==> src/rtl/dmaarb_pkg.sv <==
package dmaarb_pkg;

    typedef enum logic [1:0] {
        PH_CPU_IDLE = 2'd0,
        PH_DMA_XFER = 2'd1,
        PH_CPU_TURN = 2'd2
    } bus_phase_e;

    typedef struct packed {
        logic start;
        logic finish;
        logic resume;
    } phase_evt_t;

    localparam int unsigned PICK_W = 32;

    function automatic logic [PICK_W-1:0] pick_lowest(input logic [PICK_W-1:0] vec);
        logic [PICK_W-1:0] res;
        logic              found;
        res   = '0;
        found = 1'b0;
        for (int i = 0; i < PICK_W; i++) begin
            if (vec[i] && !found) begin
                res[i] = 1'b1;
                found  = 1'b1;
            end
        end
        return res;
    endfunction

endpackage

==> src/rtl/dmaarb_chan.sv <==
module dmaarb_chan (
    input  logic clk,
    input  logic rst,
    input  logic req,
    input  logic sample,
    input  logic en,
    input  logic clr,
    output logic pend
);
    logic seen_q;
    logic seen_now;
    logic set_now;

    assign seen_now = seen_q | req;
    assign set_now  = sample & seen_now & en;

    always_ff @(posedge clk) begin
        if (rst) begin
            seen_q <= 1'b0;
            pend   <= 1'b0;
        end else begin
            seen_q <= sample ? 1'b0 : seen_now;
            pend   <= ((pend & ~clr) | set_now) & en;
        end
    end


    disabled_clears_chk: assert property (@(posedge clk) disable iff (rst)
        !en |=> !pend);


    grant_clears_chk: assert property (@(posedge clk) disable iff (rst)
        (clr && !sample) |=> !pend);

endmodule

==> src/rtl/dmaarb_sched.sv <==
module dmaarb_sched
    import dmaarb_pkg::*;
#(
    parameter int unsigned NCH = 2
) (
    input  logic           clk,
    input  logic           rst,
    input  logic [NCH-1:0] pend_eff,
    input  logic           xfer_done,
    input  logic           cpu_done,
    output logic [NCH-1:0] grant,
    output logic [NCH-1:0] clr,
    output logic           cpu_owns
);
    bus_phase_e       phase_q;
    bus_phase_e       phase_d;
    phase_evt_t       evt;
    logic [NCH-1:0]   pick;
    logic [PICK_W-1:0] pick_wide;

    assign pick_wide = pick_lowest(PICK_W'(pend_eff));
    assign pick      = pick_wide[NCH-1:0];

    always_comb begin
        evt.start  = (phase_q == PH_CPU_IDLE) && (|pend_eff);
        evt.finish = (phase_q == PH_DMA_XFER) && xfer_done;
        evt.resume = (phase_q == PH_CPU_TURN) && cpu_done;
        phase_d    = phase_q;
        unique case (phase_q)
            PH_CPU_IDLE: if (evt.start)  phase_d = PH_DMA_XFER;
            PH_DMA_XFER: if (evt.finish) phase_d = PH_CPU_TURN;
            PH_CPU_TURN: if (evt.resume) phase_d = PH_CPU_IDLE;
            default:                     phase_d = PH_CPU_IDLE;
        endcase
        clr = evt.start ? pick : '0;
    end

    always_ff @(posedge clk) begin
        if (rst) begin
            phase_q  <= PH_CPU_IDLE;
            grant    <= '0;
            cpu_owns <= 1'b1;
        end else begin
            phase_q <= phase_d;
            if (evt.start) begin
                grant    <= pick;
                cpu_owns <= 1'b0;
            end else if (evt.finish) begin
                grant    <= '0;
                cpu_owns <= 1'b1;
            end
        end
    end


    grant_onehot_chk: assert property (@(posedge clk) disable iff (rst)
        $onehot0(grant));


    ch0_first_chk: assert property (@(posedge clk) disable iff (rst)
        (phase_q == PH_CPU_IDLE && pend_eff[0]) |=> grant[0]);


    one_xfer_chk: assert property (@(posedge clk) disable iff (rst)
        (grant != '0 && xfer_done) |=> (grant == '0));


    cpu_turn_chk: assert property (@(posedge clk) disable iff (rst)
        (phase_q == PH_CPU_TURN && !cpu_done) |=> (grant == '0));

endmodule

==> src/rtl/dma_req_arbiter.sv <==
module dma_req_arbiter #(
    parameter int unsigned NCH = 2
) (
    input  logic           clk,
    input  logic           rst,
    input  logic           sample_strobe,
    input  logic [NCH-1:0] req_in,
    input  logic [NCH-1:0] chan_en,
    input  logic           cpu_access_done,
    input  logic           xfer_done,
    output logic [NCH-1:0] dma_grant,
    output logic           cpu_owns_bus,
    output logic [NCH-1:0] req_pending
);
    logic [NCH-1:0] pend;
    logic [NCH-1:0] clr;

    for (genvar c = 0; c < NCH; c++) begin : g_chan
        dmaarb_chan u_chan (
            .clk    (clk),
            .rst    (rst),
            .req    (req_in[c]),
            .sample (sample_strobe),
            .en     (chan_en[c]),
            .clr    (clr[c]),
            .pend   (pend[c])
        );
    end

    dmaarb_sched #(.NCH(NCH)) u_sched (
        .clk       (clk),
        .rst       (rst),
        .pend_eff  (pend & chan_en),
        .xfer_done (xfer_done),
        .cpu_done  (cpu_access_done),
        .grant     (dma_grant),
        .clr       (clr),
        .cpu_owns  (cpu_owns_bus)
    );

    assign req_pending = pend;


    owner_consistent_chk: assert property (@(posedge clk) disable iff (rst)
        cpu_owns_bus == (dma_grant == '0));


    window_sets_chk: assert property (@(posedge clk) disable iff (rst)
        (sample_strobe && req_in[0] && chan_en[0] && !clr[0]) |=> req_pending[0]);

endmodule

==> config.mk <==
export PLATFORM = sky130hd
export DESIGN_NAME = dma_req_arbiter
export DESIGN_NICKNAME = d
export VERILOG_FILES = /design/src/rtl/dmaarb_pkg.sv /design/src/rtl/dmaarb_chan.sv /design/src/rtl/dmaarb_sched.sv /design/src/rtl/dma_req_arbiter.sv
export SDC_FILE = /design/constraint.sdc
export NUM_CORES = 1
export LEC_CHECK = 0
export BUFFER_PORTS_ARGS = -buffer_cell sky130_fd_sc_hd__buf_4
export CORE_AREA = 2 2 39 41
export CTS_CLUSTER_DIAMETER = 120
export DETAILED_ROUTE_END_ITERATION = 10
export DIE_AREA = 0 0 41 43
export MAX_ROUTING_LAYER = met4
export PLACE_DENSITY = 0.59
export SLEW_MARGIN = 20
export SYNTH_ARGS = -nofsm -noshare
export SYNTH_HDL_FRONTEND = slang
export SYNTH_SLANG_ARGS = --single-unit
export TNS_END_PERCENT = 1
==> constraint.sdc <==
create_clock -name clk -period 1.1 [get_ports clk]
set_clock_uncertainty 0.15 [all_clocks]
set_input_delay 0.22 -clock clk [delete_from_list [all_inputs] [get_ports clk]]
set_output_delay 0.22 -clock clk [all_outputs]
set_load 0.05 [all_outputs]
# Word-level counts from Yosys, hierarchy flattened
# Cells that the tools add are included.
# W data, S select, Z words.
dict set report word_totals {
  memories 0
  input_bits 9
  regBits 9
  ram_bits 0
  wordCells 48
  latchBits 0
  rom_bits 0
}
dict set report classes {
  n_div 0
  shift 0
  addsub 0
  order_cmp 0
  n_reduce_logical 10
  eq_ne 5
  bitwise_logic 15
  multipliers 0
  n_mux 11
}
# operator n
set op_table {}
lappend op_table {{$mux W2} 6}
lappend op_table {{$and A1 B1 Y1} 8}
lappend op_table {{$ne A2 B1 Y1 const B} 3}
lappend op_table {{$pmux W2 S3} 1}
lappend op_table {{$logic_and A1 B1 Y1} 4}
lappend op_table {{$mux W1} 4}
lappend op_table {{$or A1 B1 Y1} 4}
lappend op_table {{$reduce_or A2 Y1} 2}
lappend op_table {{$reduce_and A3 Y1} 1}
lappend op_table {{$and A2 B2 Y2} 1}
lappend op_table {{$eq A2 B1 Y1 const B} 1}
lappend op_table {{$eq A2 B2 Y1 const B} 1}
lappend op_table {{$logic_not A2 Y1} 1}
lappend op_table {{$not A1 Y1} 2}
lappend op_table {{$reduce_bool A2 Y1} 1}
lappend op_table {{$logic_not A1 Y1} 1}

# Logic depth before layout (Yosys ltp)
dict set report logic_depth {
  depth_word 10
  mapped_depth 4
}

# Cells and area by module
# A second synthesis with hierarchy kept.
dict set report hier_totals {
  cells_unflattened 46
  area_unflattened_um2 419.2
}
# module seq_area_each_um2 cells_each n_inst area_each_um2
set by_module_without_submodules {}
lappend by_module_without_submodules {dmaarb_sched 100.1 28 1 264.0}
lappend by_module_without_submodules {dmaarb_chan 40.0 8 2 71.3}
lappend by_module_without_submodules {dma_req_arbiter 0.0 2 1 12.5}

# Worst setup path after synthesis
# No wires, ideal clock.
dict set report synth_timing {
  path_type {flip-flop to flip-flop}
  from {register, netlist name u_sched.grant[1]}
  to {register u_sched.grant[1]}
  synth_period_minus_slack_ns 1.421
  arrival_ns 1.167
  t_required_ns 0.847
  setup_ns 0.103
  stages_incl_launch_ff 3
  setup_slack_ns -0.321
  n_path_buf 0
  cell_sequence {dfxtp_1 o21ai_0 a2111oi_2}
}
# element line_no
set synth_lines {}
lappend synth_lines {{to (signal assigned)} dmaarb_sched.sv:46} ;# grant <= pick;
lappend synth_lines {{to (decl)} dmaarb_sched.sv:11} ;# output logic [NCH-1:0] grant,

# Final worst setup path
dict set report layout_timing {
  from {register g_chan[1].u_chan.pend}
  to {output port req_pending[1]}
}
# element line_no
set layout_lines {}
lappend layout_lines {{from (decl)} dmaarb_chan.sv:8} ;# output logic pend
lappend layout_lines {{from (signal assigned)} dmaarb_chan.sv:23} ;# pend <= ((pend & ~clr) | set_now) & en;
lappend layout_lines {{to (decl)} dma_req_arbiter.sv:13} ;# output logic [NCH-1:0] req_pending
# No word-level cell between the ends.

==> flow_metrics.tcl <==
set metrics [dict create \
    outcome "finished with violations" \
    violations "setup timing" \
    grt_max_degree 10 \
    ant_nets 0 \
    syn_avg_cell_area_um2 8.812 \
    start_kind "register" \
    setup_violations 9 \
    synthTopCellsByCount "dfxtp_1, o21ai_0, a21oi_1, nand2_1, nor2_1" \
    fin_crit_sh_pct 109.4 \
    num_rows 14 \
    synth_edf_count 0 \
    arrival_ns 0.83 \
    grt_pass1_wl_um 1545 \
    drtIter0Drc 10 \
    dp_hpwl_um 667.5 \
    vias_per_cell 4.894 \
    initial_core_util_pct 29.93 \
    cts_buffers 3 \
    cts.sink_count 9 \
    leakage_nw 0.2697 \
    routed_wl_um 882 \
    diodes 0 \
    fin_crit_ns 1.204 \
    num-nets-final 79 \
    cp_max_fo 3 \
    routabilityCongestion 0.7506 \
    final_area_um2 661.9 \
    numPortBuffers 13 \
    die_h_um 43 \
    die-area_um2 1763 \
    worst_slew_pin_slew_ns 0.2593 \
    yosysUniqueCellTypes 21 \
    ir_worst_vdd_mv 0.5181 \
    drive_gt1_share_pct 55.07 \
    finalHoldViolations 0 \
    cts.htree.levels 1 \
    drcViolationCount 0 \
    cap_violations 0 \
    grt_usage_pct 13.62 \
    stdcell_count 85 \
    io_pins 14 \
    synth_fp_nets 56 \
    ff_latch_area_um2 193.9 \
    syn_area_um2 414.1 \
    fmax_mhz 830.8 \
    cts_buffer_depth 2 \
    fp.dieW_um 41 \
    cts_tree "yes" \
    slew_violations 0 \
    slew-limit-headroom_pct 82.68 \
    crit_path_end_kind "output port" \
    place_inst 79 \
    seq_area_frac_synth_pct 43.50 \
    multi_input_area_um2 205.2 \
    yosys.area.top_type_share_pct 43.50 \
    first_global_vias 371 \
    worstSetupPathType "reg2out" \
    fillers 147 \
    routedWlPerCell_um 10.38 \
    hp-class "in2reg" \
    synth_largest_area_cell "dfxtp_1" \
    synth_area_leaders "dfxtp_1, o21ai_0, a211o_2" \
    power_density_nw_per_um2 1093 \
    ys_warn_count 0 \
    overflow 0 \
    netlist_instances 47 \
    core_area_um2 1384 \
    synth_seq_cells 9 \
    yosysMostFrequentCell "dfxtp_1" \
    async_flop_share_pct 0 \
    rsz0062_at_grt "yes" \
    antenna_found_initial 0 \
    postPlaceCellArea_um2 558.0 \
    clk_pin_slew_ns 0.06 \
    vias 416 \
    first_pass_iters 4 \
    root_buffer "clkbuf_4" \
    synth_ff_type "dfxtp_1" \
    cp.required_ns 0.73 \
    worst_slack_ns -0.1036 \
    insertion_delay_ns 0.26 \
    syn_to_final_growth_pct 59.82 \
]
-- logic make-up (layout without fill, tap and decap cells) --
| family | after synthesis | count (layout) | synth area share (%) |
|---|---|---|---|
| buffers and inverters | 6 | 28 | 9.060 |
| AND/OR/NAND/NOR | 17 | 17 | 21.75 |
| flip-flops | 9 | 9 | 43.50 |
| AO/OA/AOI/OAI | 15 | 15 | 25.68 |
-- per-layer routing --
layer  vias up  track usage, %  routed length, um
met3         2           4.712                 70
met1       185           17.86                375
met2        18           17.50                422
met4         0           8.000                 14
li1        211               -                  -
met5         -               -                  0
-- critical path, cell delays in order (launching register included) --
cell	delay, ns
dfxtp_2	0.32
buf_6	0.11
buf_8	0.14
-- cells in the final DEF (no fill, tap or decap) --
cell	count
buf_4	14
a21oi_1	3
nand2b_1	3
dlygate4sd3_1	1
nor2_1	4
a31oi_1	1
buf_8	4
clkbuf_1	1
dfxtp_4	2
nand2_1	4
o21ai_0	5
nand3b_1	1
a211oi_2	1
a21o_1	1
inv_1	1
buf_6	3
clkbuf_4	3
a211o_2	2
a21oi_2	1
and4bb_1	1
dfxtp_2	5
or3_4	1
nor3_1	2
a2111oi_2	1
inv_2	1
dfxtp_1	2
nand3_1	1
-- where the power goes --
| group | switching, mW | internal [mW] |
|---|---|---|
| sequential | 0.00864 | 0.335 |
| combinational | 0.0581 | 0.0675 |
| clock | 0.115 | 0.140 |
-- state kept, by name, summed over array words and instances (netlist names) --
| register | flops |
|---|---|
| u_sched.grant | 2 |
| u_sched.cpu_owns | 1 |
| g_chan.u_chan.pend | 2 |
| g_chan.u_chan.seen_q | 2 |
| u_sched.phase_q | 2 |
-- per-stage QoR --
stage	hold WS, ns	setup TNS, ns	power [mW]	utilization (%)	setup slack [ns]
finish	0.03469	-0.4046	0.7236	47.83	-0.1036
global route	0.03762	-0.8612	0.7698	47.83	-0.1508
CTS	0.03802	-0.4803	0.7329	46.93	-0.1135
detailed placement	0.2677	-0.4242	0.4616	40.33	-0.1244
global placement	0.2634	-0.3541	0.4606	40.33	-0.09917
floorplan	0.1493	-0.1889	0.4102	-	-0.07099
-- final timing paths --
check / startpoint / endpoint / slack [ns] / cells past startpoint
max: g_chan[1].u_chan.pend$_SDFF_PP0_ / req_pending[1] / -0.10 / 2
min: rst / u_sched.phase_q[1]$_SDFFE_PP0P_ / 0.03 / 2
max reg2reg: g_chan[0].u_chan.pend$_SDFF_PP0_ / u_sched.grant[0]$_SDFFE_PP0P_ / -0.08 / 4
min reg2reg: g_chan[1].u_chan.seen_q$_SDFF_PP0_ / g_chan[1].u_chan.seen_q$_SDFF_PP0_ / 0.32 / 2
-- layout make-up --
cell class                      count  share of cell area, %
Sequential cell                     9                  29.30
Multi-Input combinational cell     32                  31.00
Clock buffer                        4                  3.970
Timing Repair Buffer               22                  31.57
Tap cell                           16                  3.025
Inverter                            2                  1.134
-- repair_timing --
| action | CTS | global route |
|---|---|---|
| endpoints found under the hold margin | 2 | 0 |
| buffers inserted | 1 | 0 |
| hold buffers | 1 | 0 |
| resized for setup | 17 | 3 |
| pin swaps | 3 | 0 |
| setup endpoints to repair | 10 | 11 |
(Power assumes the default switching activity.)
